### config.mk
export PLATFORM = sky130hd
export DESIGN_NAME = i2c_paged_slave
export DESIGN_NICKNAME = d
export VERILOG_FILES = /design/src/rtl/i2c_pg_pkg.sv /design/src/rtl/i2c_pg_linein.sv /design/src/rtl/i2c_pg_access.sv /design/src/rtl/i2c_paged_slave.sv
export SDC_FILE = /design/constraint.sdc
export NUM_CORES = 1
export LEC_CHECK = 0
export BUFFER_PORTS_ARGS = -buffer_cell sky130_fd_sc_hd__buf_2
export CORE_ASPECT_RATIO = 1.5
export CORE_UTILIZATION = 45
export DETAILED_ROUTE_END_ITERATION = 16
export PLACE_DENSITY = 0.6
export REMOVE_ABC_BUFFERS = 1
export SLEW_MARGIN = 20
export SYNTH_ARGS = -nofsm -noshare
export SYNTH_HDL_FRONTEND = slang
export SYNTH_SLANG_ARGS = --single-unit
### constraint.sdc
create_clock -name clk -period 5 [get_ports clk]
set_input_delay 1.5 -clock clk [delete_from_list [all_inputs] [get_ports clk]]
set_output_delay 1.5 -clock clk [all_outputs]
set_load 0.005 [all_outputs]
### src/rtl/i2c_pg_pkg.sv
package i2c_pg_pkg;
    localparam int DATA_W = 8;
    localparam int PAGE_W = 4;
    localparam logic [4:0] DEV_BASE = 5'b11101;
    localparam logic [7:0] PAGE_SEL_REG = 8'hFD;
    localparam logic [7:0] FUNC_PAGE = 8'h0B;
    localparam int unsigned FRAME_PAGES = 8;
    localparam logic [7:0] UNDEF_REG = 8'h04;
    localparam logic [7:0] IRQ_REG = 8'h07;
    localparam logic [7:0] BLOCKED_BYTE = 8'hFF;

    typedef enum logic [3:0] {
        S_IDLE,
        S_RX_DEV,
        S_ACK_DEV,
        S_RX_REG,
        S_ACK_REG,
        S_RX_DAT,
        S_ACK_DAT,
        S_TX,
        S_TX_ACK,
        S_WAIT_STOP
    } bus_state_t;
endpackage

### src/rtl/i2c_pg_linein.sv
module i2c_pg_linein #(
    parameter int STAGES = 2
) (
    input  logic clk,
    input  logic rst_n,
    input  logic scl_in,
    input  logic sda_in,
    output logic scl_q,
    output logic sda_q,
    output logic scl_rise,
    output logic scl_fall,
    output logic start_det,
    output logic stop_det
);
    logic [STAGES-1:0] scl_sh;
    logic [STAGES-1:0] sda_sh;
    logic              scl_d;
    logic              sda_d;

    always_ff @(posedge clk or negedge rst_n) begin
        if (!rst_n) begin
            scl_sh <= '1;
            sda_sh <= '1;
            scl_d  <= 1'b1;
            sda_d  <= 1'b1;
        end else begin
            scl_sh <= {scl_sh[STAGES-2:0], scl_in};
            sda_sh <= {sda_sh[STAGES-2:0], sda_in};
            scl_d  <= scl_q;
            sda_d  <= sda_q;
        end
    end

    assign scl_q     = scl_sh[STAGES-1];
    assign sda_q     = sda_sh[STAGES-1];
    assign scl_rise  = scl_q & ~scl_d;
    assign scl_fall  = ~scl_q & scl_d;
    assign start_det = scl_q & scl_d & sda_d & ~sda_q;
    assign stop_det  = scl_q & scl_d & ~sda_d & sda_q;
endmodule

### src/rtl/i2c_pg_access.sv
module i2c_pg_access
    import i2c_pg_pkg::*;
(
    input  logic              clk,
    input  logic              rst_n,
    input  logic              hw_run,
    input  logic              soft_off,
    input  logic              ptr_load,
    input  logic [DATA_W-1:0] ptr_val,
    input  logic              ptr_inc,
    input  logic              wr_req,
    input  logic [DATA_W-1:0] wr_data,
    input  logic              rd_req,
    output logic              rd_valid,
    output logic [DATA_W-1:0] rd_data,
    output logic              mem_we,
    output logic              mem_re,
    output logic [PAGE_W-1:0] mem_page,
    output logic [DATA_W-1:0] mem_addr,
    output logic [DATA_W-1:0] mem_wdata,
    input  logic [DATA_W-1:0] mem_rdata,
    output logic              mem_intr_clr
);
    logic [DATA_W-1:0] ptr;
    logic [DATA_W-1:0] page;
    logic [DATA_W-1:0] const_q;
    logic              from_mem;
    logic              rd_pend;
    logic              is_func;
    logic              sel_hit;
    logic              code_ok;

    assign is_func = (page == FUNC_PAGE);
    assign sel_hit = (ptr == PAGE_SEL_REG);
    assign code_ok = (wr_data < DATA_W'(FRAME_PAGES)) || (wr_data == FUNC_PAGE);

    always_ff @(posedge clk or negedge rst_n) begin
        if (!rst_n) begin
            ptr          <= '0;
            page         <= '0;
            const_q      <= '0;
            from_mem     <= 1'b0;
            rd_pend      <= 1'b0;
            rd_valid     <= 1'b0;
            mem_we       <= 1'b0;
            mem_re       <= 1'b0;
            mem_page     <= '0;
            mem_addr     <= '0;
            mem_wdata    <= '0;
            mem_intr_clr <= 1'b0;
        end else begin
            mem_we       <= 1'b0;
            mem_re       <= 1'b0;
            mem_intr_clr <= 1'b0;
            rd_pend      <= rd_req;
            rd_valid     <= rd_pend;
            if (ptr_load) begin
                ptr <= ptr_val;
            end else if (ptr_inc) begin
                ptr <= ptr + 1'b1;
            end
            if (wr_req) begin
                if (sel_hit) begin
                    if (code_ok) begin
                        page <= wr_data;
                    end
                end else if (hw_run) begin
                    mem_we    <= 1'b1;
                    mem_page  <= page[PAGE_W-1:0];
                    mem_addr  <= ptr;
                    mem_wdata <= wr_data;
                end
            end
            if (rd_req) begin
                from_mem <= 1'b0;
                if (sel_hit) begin
                    const_q <= page;
                end else if (!hw_run) begin
                    const_q <= BLOCKED_BYTE;
                end else if (is_func && ptr == UNDEF_REG) begin
                    const_q <= '0;
                end else if (!is_func && !soft_off) begin
                    const_q <= BLOCKED_BYTE;
                end else begin
                    from_mem     <= 1'b1;
                    mem_re       <= 1'b1;
                    mem_page     <= page[PAGE_W-1:0];
                    mem_addr     <= ptr;
                    mem_intr_clr <= is_func && (ptr == IRQ_REG);
                end
            end
        end
    end

    assign rd_data = from_mem ? mem_rdata : const_q;

    p_page_legal_r4: assert property (@(posedge clk) disable iff (!rst_n)
        (page < DATA_W'(FRAME_PAGES)) || (page == FUNC_PAGE));
    p_we_pulse_r5: assert property (@(posedge clk) disable iff (!rst_n)
        mem_we |=> !mem_we);
    p_frame_read_shdn_r7: assert property (@(posedge clk) disable iff (!rst_n)
        (mem_re && mem_page != FUNC_PAGE[PAGE_W-1:0]) |-> $past(soft_off));
    p_irq_with_read_r10: assert property (@(posedge clk) disable iff (!rst_n)
        mem_intr_clr |-> (mem_re && mem_addr == IRQ_REG && mem_page == FUNC_PAGE[PAGE_W-1:0]));
    p_no_access_hw_off_r11: assert property (@(posedge clk) disable iff (!rst_n)
        (mem_we || mem_re) |-> $past(hw_run));
endmodule

### src/rtl/i2c_paged_slave.sv
module i2c_paged_slave
    import i2c_pg_pkg::*;
#(
    parameter int SYNC_STAGES = 2
) (
    input  logic              clk,
    input  logic              rst_n,
    input  logic              scl_in,
    input  logic              sda_in,
    output logic              sda_pull,
    input  logic [1:0]        strap_sel,
    input  logic              hw_run,
    input  logic              soft_off,
    output logic              mem_we,
    output logic              mem_re,
    output logic [PAGE_W-1:0] mem_page,
    output logic [DATA_W-1:0] mem_addr,
    output logic [DATA_W-1:0] mem_wdata,
    input  logic [DATA_W-1:0] mem_rdata,
    output logic              mem_intr_clr
);
    localparam int CNT_W = $clog2(DATA_W);
    localparam logic [CNT_W-1:0] LAST_BIT = CNT_W'(DATA_W - 1);

    bus_state_t        state;
    logic [CNT_W-1:0]  cnt;
    logic              full;
    logic [DATA_W-1:0] shreg;
    logic [DATA_W-1:0] txreg;
    logic              is_read;
    logic              more;
    logic              scl_q, sda_q, scl_rise, scl_fall, start_det, stop_det;
    logic              addr_hit;
    logic              ptr_load, ptr_inc, wr_req, rd_req, rd_valid;
    logic [DATA_W-1:0] rd_data;

    i2c_pg_linein #(.STAGES(SYNC_STAGES)) u_linein (
        .clk(clk), .rst_n(rst_n), .scl_in(scl_in), .sda_in(sda_in),
        .scl_q(scl_q), .sda_q(sda_q), .scl_rise(scl_rise), .scl_fall(scl_fall),
        .start_det(start_det), .stop_det(stop_det)
    );

    assign addr_hit = (shreg[DATA_W-1:1] == {DEV_BASE, strap_sel}) && hw_run;

    // state register and byte datapath
    always_ff @(posedge clk or negedge rst_n) begin
        if (!rst_n) begin
            state   <= S_IDLE;
            cnt     <= '0;
            full    <= 1'b0;
            shreg   <= '0;
            txreg   <= '1;
            is_read <= 1'b0;
            more    <= 1'b0;
        end else if (stop_det) begin
            state <= S_IDLE;
        end else if (start_det) begin
            state <= S_RX_DEV;
            cnt   <= '0;
            full  <= 1'b0;
        end else begin
            if (rd_valid) begin
                txreg <= rd_data;
            end
            unique case (state)
                S_IDLE, S_WAIT_STOP: begin
                end
                S_RX_DEV, S_RX_REG, S_RX_DAT: begin
                    if (scl_rise) begin
                        shreg <= {shreg[DATA_W-2:0], sda_q};
                        cnt   <= cnt + 1'b1;
                        full  <= (cnt == LAST_BIT);
                    end else if (scl_fall && full) begin
                        full <= 1'b0;
                        if (state == S_RX_DEV) begin
                            if (addr_hit) begin
                                is_read <= shreg[0];
                                state   <= S_ACK_DEV;
                            end else begin
                                state <= S_IDLE;
                            end
                        end else if (state == S_RX_REG) begin
                            state <= S_ACK_REG;
                        end else begin
                            state <= S_ACK_DAT;
                        end
                    end
                end
                S_ACK_DEV: begin
                    if (scl_fall) begin
                        state <= is_read ? S_TX : S_RX_REG;
                        cnt   <= '0;
                    end
                end
                S_ACK_REG, S_ACK_DAT: begin
                    if (scl_fall) begin
                        state <= S_RX_DAT;
                        cnt   <= '0;
                    end
                end
                S_TX: begin
                    if (scl_fall) begin
                        if (cnt == LAST_BIT) begin
                            state <= S_TX_ACK;
                        end else begin
                            txreg <= {txreg[DATA_W-2:0], 1'b1};
                            cnt   <= cnt + 1'b1;
                        end
                    end
                end
                S_TX_ACK: begin
                    if (scl_rise) begin
                        more <= ~sda_q;
                    end
                    if (scl_fall) begin
                        state <= more ? S_TX : S_WAIT_STOP;
                        cnt   <= '0;
                    end
                end
                default: state <= S_IDLE;
            endcase
        end
    end

    // outputs and request strobes
    always_comb begin
        sda_pull = 1'b0;
        ptr_load = 1'b0;
        ptr_inc  = 1'b0;
        wr_req   = 1'b0;
        rd_req   = 1'b0;
        unique case (state)
            S_ACK_DEV: begin
                sda_pull = 1'b1;
                rd_req   = scl_rise && is_read;
            end
            S_ACK_REG: sda_pull = 1'b1;
            S_ACK_DAT: begin
                sda_pull = 1'b1;
                ptr_inc  = scl_fall;
            end
            S_RX_REG: ptr_load = scl_fall && full;
            S_RX_DAT: wr_req   = scl_fall && full;
            S_TX: begin
                sda_pull = ~txreg[DATA_W-1];
                ptr_inc  = scl_fall && (cnt == LAST_BIT);
            end
            S_TX_ACK: rd_req = scl_rise && !sda_q;
            default: begin
            end
        endcase
    end

    i2c_pg_access u_access (
        .clk(clk), .rst_n(rst_n), .hw_run(hw_run), .soft_off(soft_off),
        .ptr_load(ptr_load), .ptr_val(shreg), .ptr_inc(ptr_inc),
        .wr_req(wr_req), .wr_data(shreg), .rd_req(rd_req),
        .rd_valid(rd_valid), .rd_data(rd_data),
        .mem_we(mem_we), .mem_re(mem_re), .mem_page(mem_page),
        .mem_addr(mem_addr), .mem_wdata(mem_wdata), .mem_rdata(mem_rdata),
        .mem_intr_clr(mem_intr_clr)
    );

    p_ack_needs_match_r1: assert property (@(posedge clk) disable iff (!rst_n)
        (state == S_ACK_DEV) |-> (shreg[DATA_W-1:1] == {DEV_BASE, strap_sel}));
    p_sda_moves_scl_low_r6: assert property (@(posedge clk) disable iff (!rst_n)
        !$stable(sda_pull) |-> !scl_q);
endmodule

==> out/metrics.csv, run 1 <==
stage,metric,value,unit
status,status,"finished, final reports clean",
clock_network,cts_buffers,9,
timing,max_freq,0.3002,GHz
clock_network,root_buffer,clkbuf_16,
worst_hold_path,hold_class,register to register,
clock_network,holdBufCountCts,0,
yosys,ys_seq_area_share,51.16,%
yosys,synth_cell_types,70,
placement,dpl_cell_area,4304,µm²
yosys,synth_edf_count,0,
yosys,synth-compound-area-share,10.15,%
yosys,syn_area,4045,µm²
power,ir_drop,187.1,µV
timing,hold_viol,0,
finish,n_antenna_cell,0,
routing,via_per_inst,5.502,
power,p_leak,2.168,nW
routing,first_pass_iters,4,
global_routing,grt_start_max_net_pins,83,
timing,finalSetupTns,0,ps
yosys,async_flop_share,100.0,%
global_routing,grt_pass1_wl,14100,µm
power,switching_share,21.99,%
finish,fin_area,4561,µm²
floorplan,num_rows,42,
placement,dp_slack,1870,ps
routing,wl_per_cell,16.44,µm
setup_path,startpoint_type,register,
finish,syn_to_final_growth,12.74,%
finish,final_common_cell,dfrtp_1,
global_routing,grt_usage,19.89,%
timing,drv_slew,0,
yosys,syn_area_per_cell,11.66,µm²
routing,wirelength,8218,µm
yosys,synthAdderAreaFrac,1.547,%
timing,min_period,3331,ps
setup_path,path_class,register to output port,
yosys,netlist_top_cells_area,"dfrtp_1 42%, dfstp_2 9.1%, mux2_2 8.9%, mux2_4 3.7%, mux2i_1 3.0%",
yosys,synth_seq_cells,82,
job,maxCapViolCount,0,
clock_network,clkTransAtPathRegs,60,ps
power,power_density,290.3,nW/µm²
timing,clock-skew-final,6.484,ps
yosys,ys_warn_count,0,
clock_network,cts_buffer_depth,2,
routing,dr.first_iter.drc_count,125,
placement,port_buffers,39,
routing,drcViolationCount,0,
global_routing,antenna_found_initial,0,
finish,nNetsFinal,406,
clock_network,clk_latency,340,ps
clock_network,cts_tree,built,
floorplan,dieArea,9381,µm²
clock_network,cts-htree-levels,3,
yosys,synth_top_family_by_area,simple AND/OR/NAND/NOR gates,
finish,drive_gt1_share,31.54,%
setup_path,endpoint_kind,output port,
floorplan,ios,40,
power,p_int,1.033,mW
yosys,synth_top_area_cell,dfrtp_1,
finish,fillers,787,
timing,worst_slew_pin_slew,769.8,ps
placement,gp_congestion,0.7948,
routing,ant_nets,0,
global_routing,overflow,0,
floorplan,initial_core_util,46.09,%
clock_network,cts_setup_buffers,0,
clock_network,cts_sinks,82,
finish,mostFrequentLayoutCells,"68 x dfrtp_1, 38 x buf_2, 32 x mux2_2",
power,combPwrFrac,3.8,%
placement,hpwl,5707,µm
floorplan,core_area,8776,µm²
setup_path,crit_fanout,16,
yosys,synthXorXnorAreaFrac,1.949,%
yosys,synth_top_area_share,42.07,%
power,power_frac_clock,43.9,%
floorplan,fp.dieW,79.42,µm
yosys,synthSimpleGateAreaFrac,15.87,%
yosys,ys.flop_type,dfrtp_1,
timing,setup_viol,0,
timing,grt_setup_unrepaired,false,
routing,via_count,2751,
timing,relSlewSlack,48.29,%
setup_path,cp.arrival,1830,ps
timing,period_share,66.62,%
clock_network,cts_resized,0,
power,p_seq_share,52.3,%
global_routing,grt_pass1_vias,2803,
power,power_switching,0.2912,mW
setup_path,crit_required,3500,ps
timing,setup_ws,1669,ps
floorplan,chipHeight,118.1,µm
yosys,synth_mux_area_share,15.59,%
yosys,postSynthCellCount,347,
[cells in the mapped netlist, types with 2 or more instances]
cell type / number
o21ai_0: 8
mux2_4: 10
clkbuf_1: 3
nand2b_1: 5
o211ai_1: 3
nor3b_1: 4
dfrtp_1: 68
o311ai_0: 2
o22ai_1: 8
nand4_1: 6
mux2i_1: 12
and2_1: 4
o41ai_1: 2
inv_1: 18
nand4b_1: 3
xor2_1: 6
nor2b_1: 3
buf_2: 6
ha_1: 5
nor2_1: 18
nand3_1: 13
dfstp_2: 14
or4_1: 3
nand2_1: 18
nor3_1: 7
a21oi_1: 17
or3b_2: 2
a22o_1: 2
mux2_2: 32
xnor2_1: 3
nor4_4: 2
nand3b_1: 2
[path summary, 6_finish.rpt]
kind | from | end | slack (ps) | depth (start not counted)
max | state[1] | sda_pull | 1670 | 5
min | u_access.rd_pend | u_access.rd_valid | 350 | 0
max reg2reg | state[3] | u_access.mem_page[2] | 2350 | 5
min reg2reg | u_access.rd_pend | u_access.rd_valid | 350 | 0
max in group asynchronous | rst_n | state[0] | 3310 | 1
min in group asynchronous | rst_n | u_access.mem_addr[5] | 1210 | 1
[critical path: stages (launching register included)]
cell,delay (ps)
dfrtp_1,650
nand2_1,400
nor2_1,180
nor2_1,50
nor2_1,80
buf_2,130
[layer usage]
layer / vias to the layer above / GRT usage [%] / share of wire, %
met4: 0 / 10.57 / 2.8
met5: - / 0 / 0
met2: 53 / 30.60 / 48
met1: 1349 / 25.88 / 45
met3: 15 / 4.341 / 3.4
li1: 1334 / - / -
[logic make-up (layout without fill, tap and decap cells)]
kind of cell | count (synthesis) | after routing
adders and majority gates | 5 | 5
DFF | 82 | 82
muxes | 54 | 54
buffers and inverters | 31 | 74
xor gates and xnor gates | 9 | 9
and+or+nand+nor | 105 | 105
AOI/OAI and AO/OA | 61 | 61
[metrics by stage]
step | cells | power [mW] | util (%) | hold slack, ps
2_1_floorplan | 334 | 0.7242 | - | 331.2
3_3_place_gp | 484 | 0.7541 | 49.04 | 334.0
3_5_place_dp | 484 | 0.7563 | 49.04 | 341.3
4_1_cts | 500 | 1.340 | 51.92 | 352.7
5_1_grt | 500 | 1.383 | 51.97 | 358.4
6_report | 500 | 1.324 | 51.97 | 353.0
[registers in the layout, summed over array words and instances, names as in the netlist, 8 cells and up]
| register | count |
|---|---|
| u_access.ptr | 8 |
| u_access.mem_wdata | 8 |
| shreg | 8 |
| u_access.page | 8 |
| u_access.const_q | 8 |
| u_access.mem_addr | 8 |
| txreg | 8 |
[power by group through the flow]
stage / clock network [mW] / registers [mW] / logic [mW]
floorplan: 0 / 0.698 / 0.0262
global placement: 0 / 0.705 / 0.0496
detailed placement: 0 / 0.705 / 0.0509
CTS: 0.595 / 0.694 / 0.0512
global route: 0.628 / 0.696 / 0.0591
finish: 0.581 / 0.693 / 0.0499
[area by class of cell]
class	count	area (µm²)	area share, %
sequential	82	2069	45.38
multi-input combinational	234	1824	40.00
clock buffer	15	247.7	5.432
timing repair buffer	40	209.0	4.582
tap	110	137.6	3.018
inverter	18	67.56	1.481
clock inverter	1	5.005	0.1097
Note: power is estimated with default switching activity, not from simulation.
==> run 2: changes to the inputs <==
==> constraint.sdc (replaced) <==
create_clock -name clk -period 3.1 [get_ports clk]
set_input_delay 0.93 -clock clk [delete_from_list [all_inputs] [get_ports clk]]
set_output_delay 0.93 -clock clk [all_outputs]
set_load 0.005 [all_outputs]
==> out/metrics.csv, run 2 (synthesis gave the netlist of run 1 again) <==
stage,metric,value,unit,change
timing,clock-skew-final,8.795,ps,+2.311 ps
power,combPwrFrac,3.5,%,-0.3 points
finish,nNetsFinal,412,,+1.5%
power,power_frac_clock,49.7,%,+5.8 points
clock_network,cts_tree,built,,
finish,syn_to_final_growth,16.18,%,
setup_path,endpoint_kind,register,,
finish,n_antenna_cell,0,,unchanged
timing,hold_viol,0,,unchanged
clock_network,cts_buffer_depth,2,,unchanged
clock_network,cts_sinks,82,,unchanged
global_routing,grt_usage,19.45,%,-0.44 points
power,p_seq_share,46.8,%,-5.5 points
routing,via_per_inst,5.504,,about the same
routing,first_pass_iters,4,,unchanged
global_routing,antenna_found_initial,0,,unchanged
power,p_int,1.878,mW,+82%
clock_network,holdBufCountCts,0,,unchanged
power,p_leak,2.241,nW,+3.4%
job,maxCapViolCount,0,,unchanged
finish,final_common_cell,dfrtp_1,,
floorplan,ios,40,,unchanged
placement,hpwl,5811,µm,+1.8%
timing,drv_slew,0,,unchanged
floorplan,chipHeight,118.1,µm,unchanged
routing,drcViolationCount,0,,unchanged
status,status,"finished, final reports clean",,
clock_network,root_buffer,clkbuf_16,,
clock_network,cts_buffers,9,,unchanged
routing,ant_nets,0,,unchanged
worst_hold_path,hold_class,register to register,,
timing,min_period,2443,ps,
placement,dpl_cell_area,4362,µm²,+1.3%
timing,setup_viol,0,,unchanged
global_routing,grt_start_max_net_pins,45,,-46%
setup_path,cp.arrival,2660,ps,+830 ps
timing,max_freq,0.4093,GHz,
setup_path,crit_path_max_incr_delay,470,ps,-180 ps
global_routing,grt_pass1_wl,13830,µm,-1.9%
floorplan,fp.dieW,79.42,µm,unchanged
routing,wirelength,8288,µm,+0.85%
setup_path,worstPathCellList,inv_1 -> ha_1 -> or3b_2 -> nor4_4 -> nor4b_4 -> nor2_4 -> mux2_2,,
clock_network,clk_latency,340,ps,about the same
clock_network,clkTransAtPathRegs,60,ps,about the same
setup_path,startpoint_type,register,,
setup_path,crit_slowest_cell,or3b_2,,
finish,mostFrequentLayoutCells,"68 x dfrtp_1, 38 x buf_2, 32 x mux2_2",,
placement,port_buffers,39,,unchanged
timing,finalSetupTns,0,ps,unchanged
placement,gp_congestion,0.8403,,+5.7%
timing,relSlewSlack,56.11,%,+7.8 points
finish,fin_area,4700,µm²,+3.0%
setup_path,path_class,register to register,,
floorplan,core_area,8776,µm²,unchanged
floorplan,initial_core_util,46.09,%,unchanged
clock_network,cts_setup_buffers,0,,unchanged
floorplan,num_rows,42,,unchanged
timing,worst_slew_pin_slew,652.9,ps,-116.9 ps
power,power_switching,0.5095,mW,+75%
power,switching_share,21.34,%,-0.65 points
power,power_density,508.1,nW/µm²,+75%
clock_network,cts_resized,0,,unchanged
floorplan,dieArea,9381,µm²,unchanged
setup_path,crit_fanout,12,,-4
timing,grt_setup_unrepaired,false,,
timing,period_share,78.81,%,
finish,drive_gt1_share,34.09,%,+2.6 points
setup_path,crit_required,3320,ps,-180 ps
routing,via_count,2785,,+1.2%
routing,dr.first_iter.drc_count,138,,+10%
clock_network,cts-htree-levels,3,,unchanged
global_routing,overflow,0,,unchanged
global_routing,grt_pass1_vias,2775,,-1.0%
power,ir_drop,279.3,µV,+49%
routing,wl_per_cell,16.38,µm,-0.34%
==> run 2: cell count changes in the layout (fill, tap and decap cells not counted), sizes merged <==
| cell | delta |
|---|---|
| clkbuf | -4 |
| bufinv | +2 |
| clkinvlp | +1 |
| buf | +6 |
| inv | +1 |
==> run 2: per-layer routing <==
layer	wire length (µm)	GRT usage (%)	vias to the layer above
met5	0	0	-
met4	228	10.80	0
met3	229	2.713	15
met2	4079	31.09	55
met1	3750	25.00	1368
li1	-	-	1347
==> run 2: critical path, delay by kind of cell, from the launching register on <==
| kind | cells | cell delay, ps |
|---|---|---|
| adders and majority gates | 1 | 160 |
| buffers and inverters | 1 | 130 |
| DFF | 1 | 440 |
| muxes | 1 | 380 |
| and+or+nand+nor | 4 | 1210 |
==> run 2: final timing paths <==
path / slack [ps] / start / cells after the start / endpoint
worst max register to register: 660 / u_access.ptr[1] / 7 / u_access.mem_addr[7]
worst max-delay path: 660 / u_access.ptr[1] / 7 / u_access.mem_addr[7]
worst min register to register: 350 / u_access.rd_pend / 0 / u_access.rd_valid
worst min-delay path: 350 / u_access.rd_pend / 0 / u_access.rd_valid
max in group asynchronous: 1840 / rst_n / 2 / txreg[4]
min in group asynchronous: 580 / rst_n / 1 / u_access.mem_addr[2]
==> run 2: per-stage QoR <==
stage	utilization, %	power [mW]	worst slack [ps]	hold slack [ps]	std cells
floorplan	-	1.168	743.1	331.2	334
global placement	49.70	1.219	701.8	337.4	490
detailed placement	49.70	1.222	666.4	335.5	490
CTS	53.55	2.413	657.9	349.3	506
global route	53.55	2.476	548.0	356.8	506
finish	53.55	2.388	656.9	348.8	506
==> run 2: area by class of cell <==
| class | count | area (µm²) |
|---|---|---|
| Fill cell | 762 | 4076 |
| Sequential cell | 82 | 2069 |
| Multi-Input combinational cell | 234 | 1824 |
| Timing Repair Buffer | 46 | 262.8 |
| Clock buffer | 11 | 252.7 |
| Tap cell | 110 | 137.6 |
| Clock inverter | 5 | 85.08 |
| Inverter | 18 | 67.56 |
==> run 2: power groups by stage <==
stage	sequential, mW	combinational (mW)	clock [mW]
floorplan	1.13	0.0423	0
global placement	1.14	0.0841	0
detailed placement	1.14	0.0857	0
CTS	1.12	0.0863	1.21
global route	1.12	0.0969	1.26
finish	1.12	0.0829	1.19
